### config.mk
export PLATFORM = sky130hd
export DESIGN_NAME = slot_pwr_seq
export DESIGN_NICKNAME = d
export VERILOG_FILES = /design/src/rtl/slot_seq_pkg.sv /design/src/rtl/slot_sync.sv /design/src/rtl/slot_dly_timer.sv /design/src/rtl/slot_out_ctl.sv /design/src/rtl/slot_seq_fsm.sv /design/src/rtl/slot_pwr_seq.sv
export SDC_FILE = /design/constraint.sdc
export NUM_CORES = 1
export LEC_CHECK = 0
export CORE_MARGIN = 2
export CORE_UTILIZATION = 51
export CTS_CLUSTER_DIAMETER = 30
export DETAILED_ROUTE_END_ITERATION = 8
export PLACE_DENSITY = 0.68
export SLEW_MARGIN = 10
export SYNTH_ARGS = -nofsm -noshare
export SYNTH_HDL_FRONTEND = slang
export SYNTH_SLANG_ARGS = --single-unit
### constraint.sdc
create_clock -name clk_i -period 3.4 [get_ports clk_i]
set_input_delay 0.34 -clock clk_i [delete_from_list [all_inputs] [get_ports clk_i]]
set_output_delay 0.34 -clock clk_i [all_outputs]
set_load 0.02 [all_outputs]
### src/rtl/slot_seq_pkg.sv
package slot_seq_pkg;

  typedef enum logic [3:0] {
    ST_DISCH,
    ST_PWR,
    ST_CLK,
    ST_SETTLE,
    ST_POLL,
    ST_UP,
    ST_TD_RST,
    ST_TD_CLK,
    ST_TD_PWR,
    ST_FAIL
  } seq_st_e;

  function automatic int unsigned ms_to_cyc(int unsigned hz, int unsigned ms);
    int unsigned c;
    c = (hz / 1000) * ms;
    return (c == 0) ? 1 : c;
  endfunction

  function automatic int unsigned umax(int unsigned a, int unsigned b);
    return (a > b) ? a : b;
  endfunction

endpackage

### src/rtl/slot_sync.sv
module slot_sync #(
  parameter int unsigned W      = 3,
  parameter int unsigned STAGES = 2
) (
  input  logic         clk_i,
  input  logic         rst_ni,
  input  logic [W-1:0] d_i,
  output logic [W-1:0] q_o
);

  logic [STAGES-1:0][W-1:0] stg_q;

  always_ff @(posedge clk_i or negedge rst_ni) begin
    if (!rst_ni) begin
      stg_q <= '0;
    end else begin
      stg_q[0] <= d_i;
      for (int s = 1; s < STAGES; s++) stg_q[s] <= stg_q[s-1];
    end
  end

  assign q_o = stg_q[STAGES-1];

endmodule

### src/rtl/slot_dly_timer.sv
module slot_dly_timer #(
  parameter int unsigned W       = 8,
  parameter logic [W-1:0] RST_VAL = '0
) (
  input  logic         clk_i,
  input  logic         rst_ni,
  input  logic         load_i,
  input  logic [W-1:0] val_i,
  output logic         done_o
);

  logic [W-1:0] cnt_q;

  always_ff @(posedge clk_i or negedge rst_ni) begin
    if (!rst_ni)              cnt_q <= RST_VAL;
    else if (load_i)          cnt_q <= val_i;
    else if (cnt_q != '0)     cnt_q <= cnt_q - 1'b1;
  end

  assign done_o = (cnt_q == '0);

endmodule

### src/rtl/slot_out_ctl.sv
module slot_out_ctl
  import slot_seq_pkg::*;
(
  input  logic    clk_i,
  input  logic    rst_ni,
  input  seq_st_e st_n_i,
  output logic    pwr_en_o,
  output logic    refclk_en_o,
  output logic    slot_rst_no
);

  // each enable set on entry to its up phase, cleared on its teardown step
  always_ff @(posedge clk_i or negedge rst_ni) begin
    if (!rst_ni) begin
      pwr_en_o    <= 1'b0;
      refclk_en_o <= 1'b0;
      slot_rst_no <= 1'b0;
    end else begin
      unique case (st_n_i)
        ST_PWR:    pwr_en_o    <= 1'b1;
        ST_CLK:    refclk_en_o <= 1'b1;
        ST_POLL:   slot_rst_no <= 1'b1;
        ST_TD_RST: slot_rst_no <= 1'b0;
        ST_TD_CLK: refclk_en_o <= 1'b0;
        ST_TD_PWR: pwr_en_o    <= 1'b0;
        ST_DISCH, ST_FAIL: begin
          pwr_en_o    <= 1'b0;
          refclk_en_o <= 1'b0;
          slot_rst_no <= 1'b0;
        end
        default: ;
      endcase
    end
  end

endmodule

### src/rtl/slot_seq_fsm.sv
module slot_seq_fsm
  import slot_seq_pkg::*;
#(
  parameter int unsigned TW        = 8,
  parameter int unsigned DISCH_C   = 4,
  parameter int unsigned PG_C      = 4,
  parameter int unsigned CS_C      = 4,
  parameter int unsigned SETTLE_C  = 4,
  parameter int unsigned LINK_C    = 4,
  parameter int unsigned OFF_C     = 4,
  parameter int unsigned MAX_RETRY = 2
) (
  input  logic          clk_i,
  input  logic          rst_ni,
  input  logic          start_i,
  input  logic          pg_s_i,
  input  logic          cs_s_i,
  input  logic          lk_s_i,
  input  logic          tmr_done_i,
  output seq_st_e       st_q_o,
  output seq_st_e       st_n_o,
  output logic          tmr_load_o,
  output logic [TW-1:0] tmr_val_o
);

  localparam int unsigned RW = $clog2(MAX_RETRY + 2);

  seq_st_e       st_q, st_n;
  logic [RW-1:0] retry_q;
  logic          last_try;

  assign last_try = (retry_q == RW'(MAX_RETRY));

  always_comb begin
    st_n = st_q;
    unique case (st_q)
      ST_DISCH:  if (tmr_done_i) st_n = ST_PWR;
      ST_PWR: begin
        if (pg_s_i)          st_n = ST_CLK;
        else if (tmr_done_i) st_n = ST_TD_RST;
      end
      ST_CLK: begin
        if (cs_s_i)          st_n = ST_SETTLE;
        else if (tmr_done_i) st_n = ST_TD_RST;
      end
      ST_SETTLE: if (tmr_done_i) st_n = ST_POLL;
      ST_POLL: begin
        if (lk_s_i)          st_n = ST_UP;
        else if (tmr_done_i) st_n = ST_TD_RST;
      end
      ST_UP:     if (!lk_s_i) st_n = ST_TD_RST;
      ST_TD_RST: if (tmr_done_i) st_n = ST_TD_CLK;
      ST_TD_CLK: if (tmr_done_i) st_n = ST_TD_PWR;
      ST_TD_PWR: if (tmr_done_i) st_n = last_try ? ST_FAIL : ST_DISCH;
      ST_FAIL:   if (start_i) st_n = ST_DISCH;
      default:   st_n = ST_DISCH;
    endcase
  end

  // dwell of N cycles: load N-1 on entry
  always_comb begin
    tmr_load_o = (st_n != st_q);
    unique case (st_n)
      ST_DISCH:  tmr_val_o = TW'(DISCH_C - 1);
      ST_PWR:    tmr_val_o = TW'(PG_C - 1);
      ST_CLK:    tmr_val_o = TW'(CS_C - 1);
      ST_SETTLE: tmr_val_o = TW'(SETTLE_C - 1);
      ST_POLL:   tmr_val_o = TW'(LINK_C - 1);
      ST_TD_RST, ST_TD_CLK, ST_TD_PWR: tmr_val_o = TW'(OFF_C - 1);
      default:   tmr_val_o = '0;
    endcase
  end

  always_ff @(posedge clk_i or negedge rst_ni) begin
    if (!rst_ni) begin
      st_q    <= ST_DISCH;
      retry_q <= '0;
    end else begin
      st_q <= st_n;
      if (st_q == ST_TD_PWR && st_n == ST_DISCH) retry_q <= retry_q + 1'b1;
      else if (st_q == ST_FAIL && st_n == ST_DISCH) retry_q <= '0;
    end
  end

  assign st_q_o = st_q;
  assign st_n_o = st_n;

endmodule

### src/rtl/slot_pwr_seq.sv
module slot_pwr_seq
  import slot_seq_pkg::*;
#(
  parameter int unsigned CLK_HZ      = 100_000_000,
  parameter int unsigned DISCH_MS    = 100,
  parameter int unsigned PG_TO_MS    = 20,
  parameter int unsigned CS_TO_MS    = 20,
  parameter int unsigned SETTLE_MS   = 100,
  parameter int unsigned LINK_TO_MS  = 100,
  parameter int unsigned OFF_DLY_MS  = 10,
  parameter int unsigned MAX_RETRY   = 2,
  parameter int unsigned SYNC_STAGES = 2
) (
  input  logic clk_i,
  input  logic rst_ni,
  input  logic start_i,
  input  logic pwr_good_i,
  input  logic clk_stable_i,
  input  logic link_up_i,
  output logic pwr_en_o,
  output logic refclk_en_o,
  output logic slot_rst_no,
  output logic busy_o,
  output logic link_ready_o,
  output logic failed_o
);

  localparam int unsigned DISCH_C  = ms_to_cyc(CLK_HZ, DISCH_MS);
  localparam int unsigned PG_C     = ms_to_cyc(CLK_HZ, PG_TO_MS);
  localparam int unsigned CS_C     = ms_to_cyc(CLK_HZ, CS_TO_MS);
  localparam int unsigned SETTLE_C = ms_to_cyc(CLK_HZ, SETTLE_MS);
  localparam int unsigned LINK_C   = ms_to_cyc(CLK_HZ, LINK_TO_MS);
  localparam int unsigned OFF_C    = ms_to_cyc(CLK_HZ, OFF_DLY_MS);
  localparam int unsigned MAX_C    = umax(umax(umax(DISCH_C, PG_C), umax(CS_C, SETTLE_C)),
                                          umax(LINK_C, OFF_C));
  localparam int unsigned TW       = $clog2(MAX_C + 1);

  logic [2:0]    in_s;
  logic          tmr_load, tmr_done;
  logic [TW-1:0] tmr_val;
  seq_st_e       st_q, st_n;

  slot_sync #(
    .W      (3),
    .STAGES (SYNC_STAGES)
  ) u_sync (
    .clk_i  (clk_i),
    .rst_ni (rst_ni),
    .d_i    ({link_up_i, clk_stable_i, pwr_good_i}),
    .q_o    (in_s)
  );

  slot_dly_timer #(
    .W       (TW),
    .RST_VAL (TW'(DISCH_C - 1))
  ) u_tmr (
    .clk_i  (clk_i),
    .rst_ni (rst_ni),
    .load_i (tmr_load),
    .val_i  (tmr_val),
    .done_o (tmr_done)
  );

  slot_seq_fsm #(
    .TW        (TW),
    .DISCH_C   (DISCH_C),
    .PG_C      (PG_C),
    .CS_C      (CS_C),
    .SETTLE_C  (SETTLE_C),
    .LINK_C    (LINK_C),
    .OFF_C     (OFF_C),
    .MAX_RETRY (MAX_RETRY)
  ) u_fsm (
    .clk_i      (clk_i),
    .rst_ni     (rst_ni),
    .start_i    (start_i),
    .pg_s_i     (in_s[0]),
    .cs_s_i     (in_s[1]),
    .lk_s_i     (in_s[2]),
    .tmr_done_i (tmr_done),
    .st_q_o     (st_q),
    .st_n_o     (st_n),
    .tmr_load_o (tmr_load),
    .tmr_val_o  (tmr_val)
  );

  slot_out_ctl u_out (
    .clk_i       (clk_i),
    .rst_ni      (rst_ni),
    .st_n_i      (st_n),
    .pwr_en_o    (pwr_en_o),
    .refclk_en_o (refclk_en_o),
    .slot_rst_no (slot_rst_no)
  );

  assign link_ready_o = (st_q == ST_UP);
  assign failed_o     = (st_q == ST_FAIL);
  assign busy_o       = !(link_ready_o || failed_o);

endmodule

==> results of run 1 <==
==> layout by cell type (no fill, tap or decap), drive strengths merged, types with 9 or more instances in the layout <==
cell type / synthesis / routed
dfstp: 14 / 14
nand2: 15 / 15
nor3: 14 / 14
o21ai: 28 / 28
nor2: 25 / 25
clkdlybuf4s50: 0 / 10
inv: 10 / 10
dfrtp: 25 / 25
xnor2: 17 / 17
or3: 9 / 9
==> cell families after synthesis <==
| logic type | after synthesis | share of synthesized area, % |
|---|---|---|
| AND/OR/NAND/NOR | 95 | 23.37 |
| AO/OA/AOI/OAI | 55 | 15.69 |
| flip-flops | 39 | 43.25 |
| XOR/XNOR | 22 | 8.388 |
| buffers and inverters | 19 | 4.085 |
| adder cells (fa/ha/maj) | 6 | 3.268 |
| multiplexers | 4 | 1.961 |
==> worst max-delay path, cell delays in order (launching register included) <==
cell,delay [ps]
dfstp_2,370
inv_1,100
ha_1,230
nor4b_4,300
nand4b_4,210
or3_1,460
nor4_2,280
nor3_1,150
ha_1,270
and2_1,210
o21ai_2,240
o211ai_1,140
==> power groups by stage <==
| stage | clock network, µW | logic (µW) | registers [µW] |
|---|---|---|---|
| 3_3_place_gp | 0 | 744 | 858 |
| 6_report | 378 | 766 | 856 |
| 3_5_place_dp | 0 | 753 | 861 |
| 4_1_cts | 387 | 758 | 853 |
| 2_1_floorplan | 0 | 648 | 792 |
| 5_1_grt | 404 | 872 | 880 |
==> routing by layer <==
metal | up-vias | track usage, % | part of all wire [%]
met2 | 26 | 31.78 | 46
met4 | 0 | 7.338 | 1.6
li1 | 872 | - | -
met3 | 7 | 4.131 | 3.1
met5 | - | 0 | 0
met1 | 853 | 28.72 | 49
==> Yosys cell counts (7+ instances only) <==
| cell | number | share of area (%) |
|---|---|---|
| dfrtp_1 | 25 | 27 |
| nor2_1 | 25 | 4.1 |
| o21ai_0 | 18 | 3.9 |
| xnor2_1 | 17 | 6.5 |
| nand2_1 | 15 | 2.5 |
| dfstp_2 | 14 | 16 |
| nor3_1 | 14 | 3.1 |
| inv_1 | 10 | 1.6 |
| nand3_1 | 8 | 1.7 |
| a21oi_1 | 7 | 1.5 |
| or3_1 | 7 | 1.9 |
==> area by class of cell <==
cell class                 count  area share [%]
clock buffer                   7           3.003
clock inverter                 1           1.182
inverter                      10           1.477
multi-input combinational    182           48.25
sequential                    39           39.09
tap                           52           2.560
timing repair buffer          12           4.431
==> state kept, by name, summed over array words and instances, names as in the netlist <==
name / count
u_fsm.st_q_o: 4
u_tmr.cnt_q: 24
u_sync.stg_q: 3
u_out.slot_rst_no: 1
u_out.pwr_en_o: 1
u_out.refclk_en_o: 1
u_sync.q_o: 3
u_fsm.retry_q: 2
==> final timing paths <==
kind / startpoint / end / slack (ps) / cells past startpoint
max in group asynchronous: rst_ni / u_sync.stg_q[1] / 2710 / 1
worst max register to register: u_tmr.cnt_q[0] / u_tmr.cnt_q[17] / 290 / 11
worst max-delay path: u_tmr.cnt_q[0] / u_tmr.cnt_q[17] / 290 / 11
min in group clk_i: u_sync.stg_q[2] / u_sync.q_o[2] / 350 / 0
worst min register to register: u_sync.stg_q[2] / u_sync.q_o[2] / 350 / 0
worst min-delay path: rst_ni / u_out.refclk_en_o / 150 / 1
==> stage by stage <==
step / cells / setup WS, ps / power, µW / utilization [%]
floorplan: 240 / 640.5 / 1440 / -
global placement: 295 / 359.9 / 1602 / 55.55
detailed placement: 295 / 182.3 / 1614 / 55.55
CTS: 303 / 176.5 / 1998 / 57.99
global route: 303 / 25.64 / 2157 / 58.36
finish: 303 / 292.7 / 2000 / 58.36
==> out/qor.yml, run 1 <==
outcome:
  outcome: "finished clean"
critical_path:
  cp-end-kind: "register"
  crit_required_ps: 3550
  cp_max_fo: 8
  path_class: "reg2reg"
  start_kind: "register"
  cp.arrival_ps: 3260
placed_design:
  port-buffer-count: 11
  dpl.hpwl_um: 3403
  place_area_mm2: 0.002419
  place.gp.congestion: 0.8378
global_routing:
  antenna_found_initial: 0
  grt_usage_pct: 20.50
  grt_max_degree: 40
  grt_pass1_wl_um: 8114
  grt_pass1_vias: 1704
  overflow: 0
routing:
  post-route-drc-count: 0
  drt_pass1_iterations: 4
  routed_wl_um: 4740
  ant_nets: 0
  num_vias: 1758
  viasPerCell: 5.802
  avgRoutedWirePerCell_um: 15.64
  drtIter0Drc: 62
floorplanning:
  ios: 12
  num_rows: 24
  start_util_pct: 52.76
  fp.dieH_um: 71.12
  dieArea_mm2: 0.005057
  coreArea_mm2: 0.004354
  die_x_um: 71.12
sta:
  worst_slew_pin_slew_ps: 852.3
  whs_ps: 154.8
  final_max_slew_viol_count: 0
  clock_skew_ps: 5.228
  tns_ps: 0
  setup_viol: 0
  slew_headroom_pct: 43.18
  finalCriticalPeriod_ps: 3107
  hold_viol: 0
  grt_setup_unrepaired: "no"
  fin_crit_sh_pct: 91.39
  fmax_ghz: 0.3218
synthesis:
  avgSynthCellArea_um2: 9.572
  synth_area_mm2: 0.002297
  yosysWarnings: 0
  synthArstFlopShare_pct: 100.0
  synth_seq_cells: 39
  synth_ff_type: "dfrtp_1"
  synth-edff-count: 0
  yosysUniqueCellTypes: 50
  yosysSeqAreaShare_pct: 43.25
  synth_nets: 252
  syn_inst: 240
clock_tree:
  clk_pin_slew_ps: 70
  post_cts_buffers: 0
  tritoncts: "done"
  cts-root-buf: "clkbuf_8"
  clock_sink_count: 39
  cts_hold_buf: 0
  worst_skew_pair.late_latency_ps: 290
  clockBufferDepth: 2
  cts_buffers: 5
  cts_max_level: 2
  cts-resized-gates: 0
power:
  p_clk_share_pct: 18.9
  power_switching_share_pct: 38.99
  power.internal_uw: 1220
  powerDensity_mw_per_mm2: 786.9
  p_comb_share_pct: 38.3
  cellLeakagePower_uw: 0.0009928
  p_switching_uw: 779.6
  ir_drop_mv: 0.3238
  seqPwrFrac_pct: 42.8
worst_hold_path:
  hold_class: "in2async"
layout:
  multi_input_area_mm2: 0.001226
  seq_area_um2: 993.5
  final_area_mm2: 0.002541
  syn_to_final_growth_pct: 10.62
  final_nets: 262
  fill_cells: 410
  drive_above_1_share_pct: 16.73
  antennaDiodeCount: 0
flow_run:
  cap_violations: 0
(Power assumes the default switching activity.)
==> inputs of run 2 (changes only) <==
--- a/config.mk
+++ b/config.mk
@@ -9,6 +9,7 @@
 export CORE_UTILIZATION = 51
 export CTS_CLUSTER_DIAMETER = 30
 export DETAILED_ROUTE_END_ITERATION = 8
+export GPL_TIMING_DRIVEN = 0
 export PLACE_DENSITY = 0.68
 export SLEW_MARGIN = 10
 export SYNTH_ARGS = -nofsm -noshare
==> run 2 against run 1 <==
Effect of this change:
- non-clock buffer count is 10 higher
- design area is 2.8% higher
- routed wire length increased by 3.0%
- critical path depth unchanged
- sequential power is 6.4% lower
- largest power group is now combinational cells
==> out/qor.yml, run 2 (synthesized netlist as in run 1, its figures left out) <==
outcome:
  outcome: "finished clean"
sta:
  worst_slew_pin_slew_ps: 571.1
  hold_viol: 0
  clock_skew_ps: 10.63
  tns_ps: 0
  final_max_slew_viol_count: 0
  whs_ps: 342.7
  setup_viol: 0
  fin_crit_sh_pct: 93.50
  slew_headroom_pct: 60.94
  finalCriticalPeriod_ps: 3179
  fmax_ghz: 0.3146
critical_path:
  start_kind: "register"
  r2r_end: "u_tmr.cnt_q[17]"
  cp_top_family: "simple AND/OR/NAND/NOR gates"
  cp.arrival_ps: 3340
  cp-end-kind: "register"
  worstRegToRegCells: 11
  slowest_stage: "or3_1"
  crit_required_ps: 3560
  crit_chain: "inv_1 > ha_1 > nor4b_4 > nand4b_4 > or3_1 > nor4_4 > nor3_1 > ha_1 > and2_1 > o21ai_2 > o211ai_1"
  path_class: "reg2reg"
  cp_max_fo: 8
  reg2reg_slack_ps: 220
  crit_buf_inv: 1
  max_stage_delay_ps: 490
  r2r-start: "u_tmr.cnt_q[0]"
  path_common_cell: "ha_1"
layout:
  antennaDiodeCount: 0
  layout_commonest_cell: "dfrtp_1"
  largest_reg_flops: 24
  multi_input_area_mm2: 0.001240
  syn_to_final_growth_pct: 13.73
  seq_area_um2: 993.5
  final_nets: 272
  layout_common_cells: "dfrtp_1, nor2_1, o21ai_0"
  top_register: "u_tmr.cnt_q"
  fill_cells: 383
  drive_above_1_share_pct: 18.77
worst_hold_path:
  holdCritStartpoint: "u_sync.stg_q[2]"
  holdPathEnd: "u_sync.q_o[2]"
  hold_class: "reg2reg"
  holdPathStages: 0
flow_run:
  cap_violations: 0
floorplanning:
  die_x_um: 71.12
  coreArea_mm2: 0.004354
  dieArea_mm2: 0.005057
  ios: 12
  num_rows: 24
  fp.dieH_um: 71.12
  start_util_pct: 52.76
global_routing:
  grt_usage_pct: 20.80
  grt_pass1_vias: 1707
  antenna_found_initial: 0
  grt_max_degree: 29
  overflow: 0
  grt_pass1_wl_um: 8217
placed_design:
  port-buffer-count: 11
  dpl.hpwl_um: 3488
  place.gp.congestion: 0.7884
routing:
  routed_wl_um: 4882
  drt_pass1_iterations: 4
  drtIter0Drc: 115
  num_vias: 1800
  avgRoutedWirePerCell_um: 15.60
  viasPerCell: 5.751
  post-route-drc-count: 0
  ant_nets: 0
power:
  power_switching_share_pct: 40.47
  p_switching_uw: 807.2
  cellLeakagePower_uw: 0.001028
  finalPower_uw: 1994
  ir_drop_mv: 0.4725
  p_clk_share_pct: 15.6
  power.internal_uw: 1187
  powerDensity_mw_per_mm2: 763.4
  seqPwrFrac_pct: 40.2
  p_comb_share_pct: 44.3
clock_tree:
  worst_skew_pair.late_latency_ps: 300
  clk_pin_slew_ps: 80
  clockBufferDepth: 2
  cts_buffers: 5
  cts-root-buf: "clkbuf_8"
  clock_sink_count: 39
  cts_max_level: 2
  tritoncts: "done"
## run 2: power by group through the flow
| stage | clock network (µW) | registers [µW] | logic, µW |
|---|---|---|---|
| after floorplan | 0 | 792 | 648 |
| after global placement | 0 | 801 | 849 |
| after detailed placement | 0 | 807 | 860 |
| after CTS | 319 | 798 | 870 |
| after global routing | 341 | 822 | 992 |
| final | 311 | 801 | 883 |
## run 2: repair_timing
item,CTS,global route
setup buffers,0,0
endpoints found under the setup margin,0,23
hold buffers,1,0
hold endpoints to repair,11,0
resized for setup,0,5
## run 2: worst max-delay path by stage
stage                         startpoint                to  slack (ps)  cells after the start
after CTS                 u_tmr.cnt_q[0]   u_tmr.cnt_q[19]          10                     11
after floorplan           u_tmr.cnt_q[0]  u_fsm.retry_q[0]         640                     10
after detailed placement  u_tmr.cnt_q[0]    u_tmr.cnt_q[4]          60                     11
final                     u_tmr.cnt_q[0]   u_tmr.cnt_q[17]         220                     11
after global routing      u_tmr.cnt_q[0]   u_tmr.cnt_q[17]         -20                     11
after global placement    u_tmr.cnt_q[0]  u_fsm.retry_q[1]          50                     10
## run 2: cell type report
type                            instances  share of cell area, %
Tap cell                               52                  2.490
Sequential cell                        39                  38.03
Clock buffer                            6                  2.778
Inverter                               10                  1.437
Buffer                                  9                  2.155
Timing Repair Buffer                   13                  5.172
Multi-Input combinational cell        182                  47.46
Clock inverter                          2                 0.4789
## run 2: per-layer routing
layer / global-route usage [%] / part of all wire [%] / vias up
li1: - / - / 892
met1: 30.98 / 51 / 879
met2: 30.01 / 44 / 22
met3: 3.561 / 2.9 / 7
met4: 8.595 / 1.6 / 0
met5: 0 / 0 / -
## run 2: stage by stage
| stage | cell area [µm²] | worst slack, ps | utilization [%] | instances |
|---|---|---|---|---|
| 6_report | 2613 | 220.9 | 60.00 | 313 |
| 5_1_grt | 2613 | -15.58 | 60.00 | 313 |
| 4_1_cts | 2582 | 10.62 | 59.31 | 313 |
| 3_5_place_dp | 2487 | 55.90 | 57.13 | 304 |
| 3_3_place_gp | 2472 | 54.59 | 56.78 | 303 |
| 2_1_floorplan | 2297 | 640.5 | - | 240 |
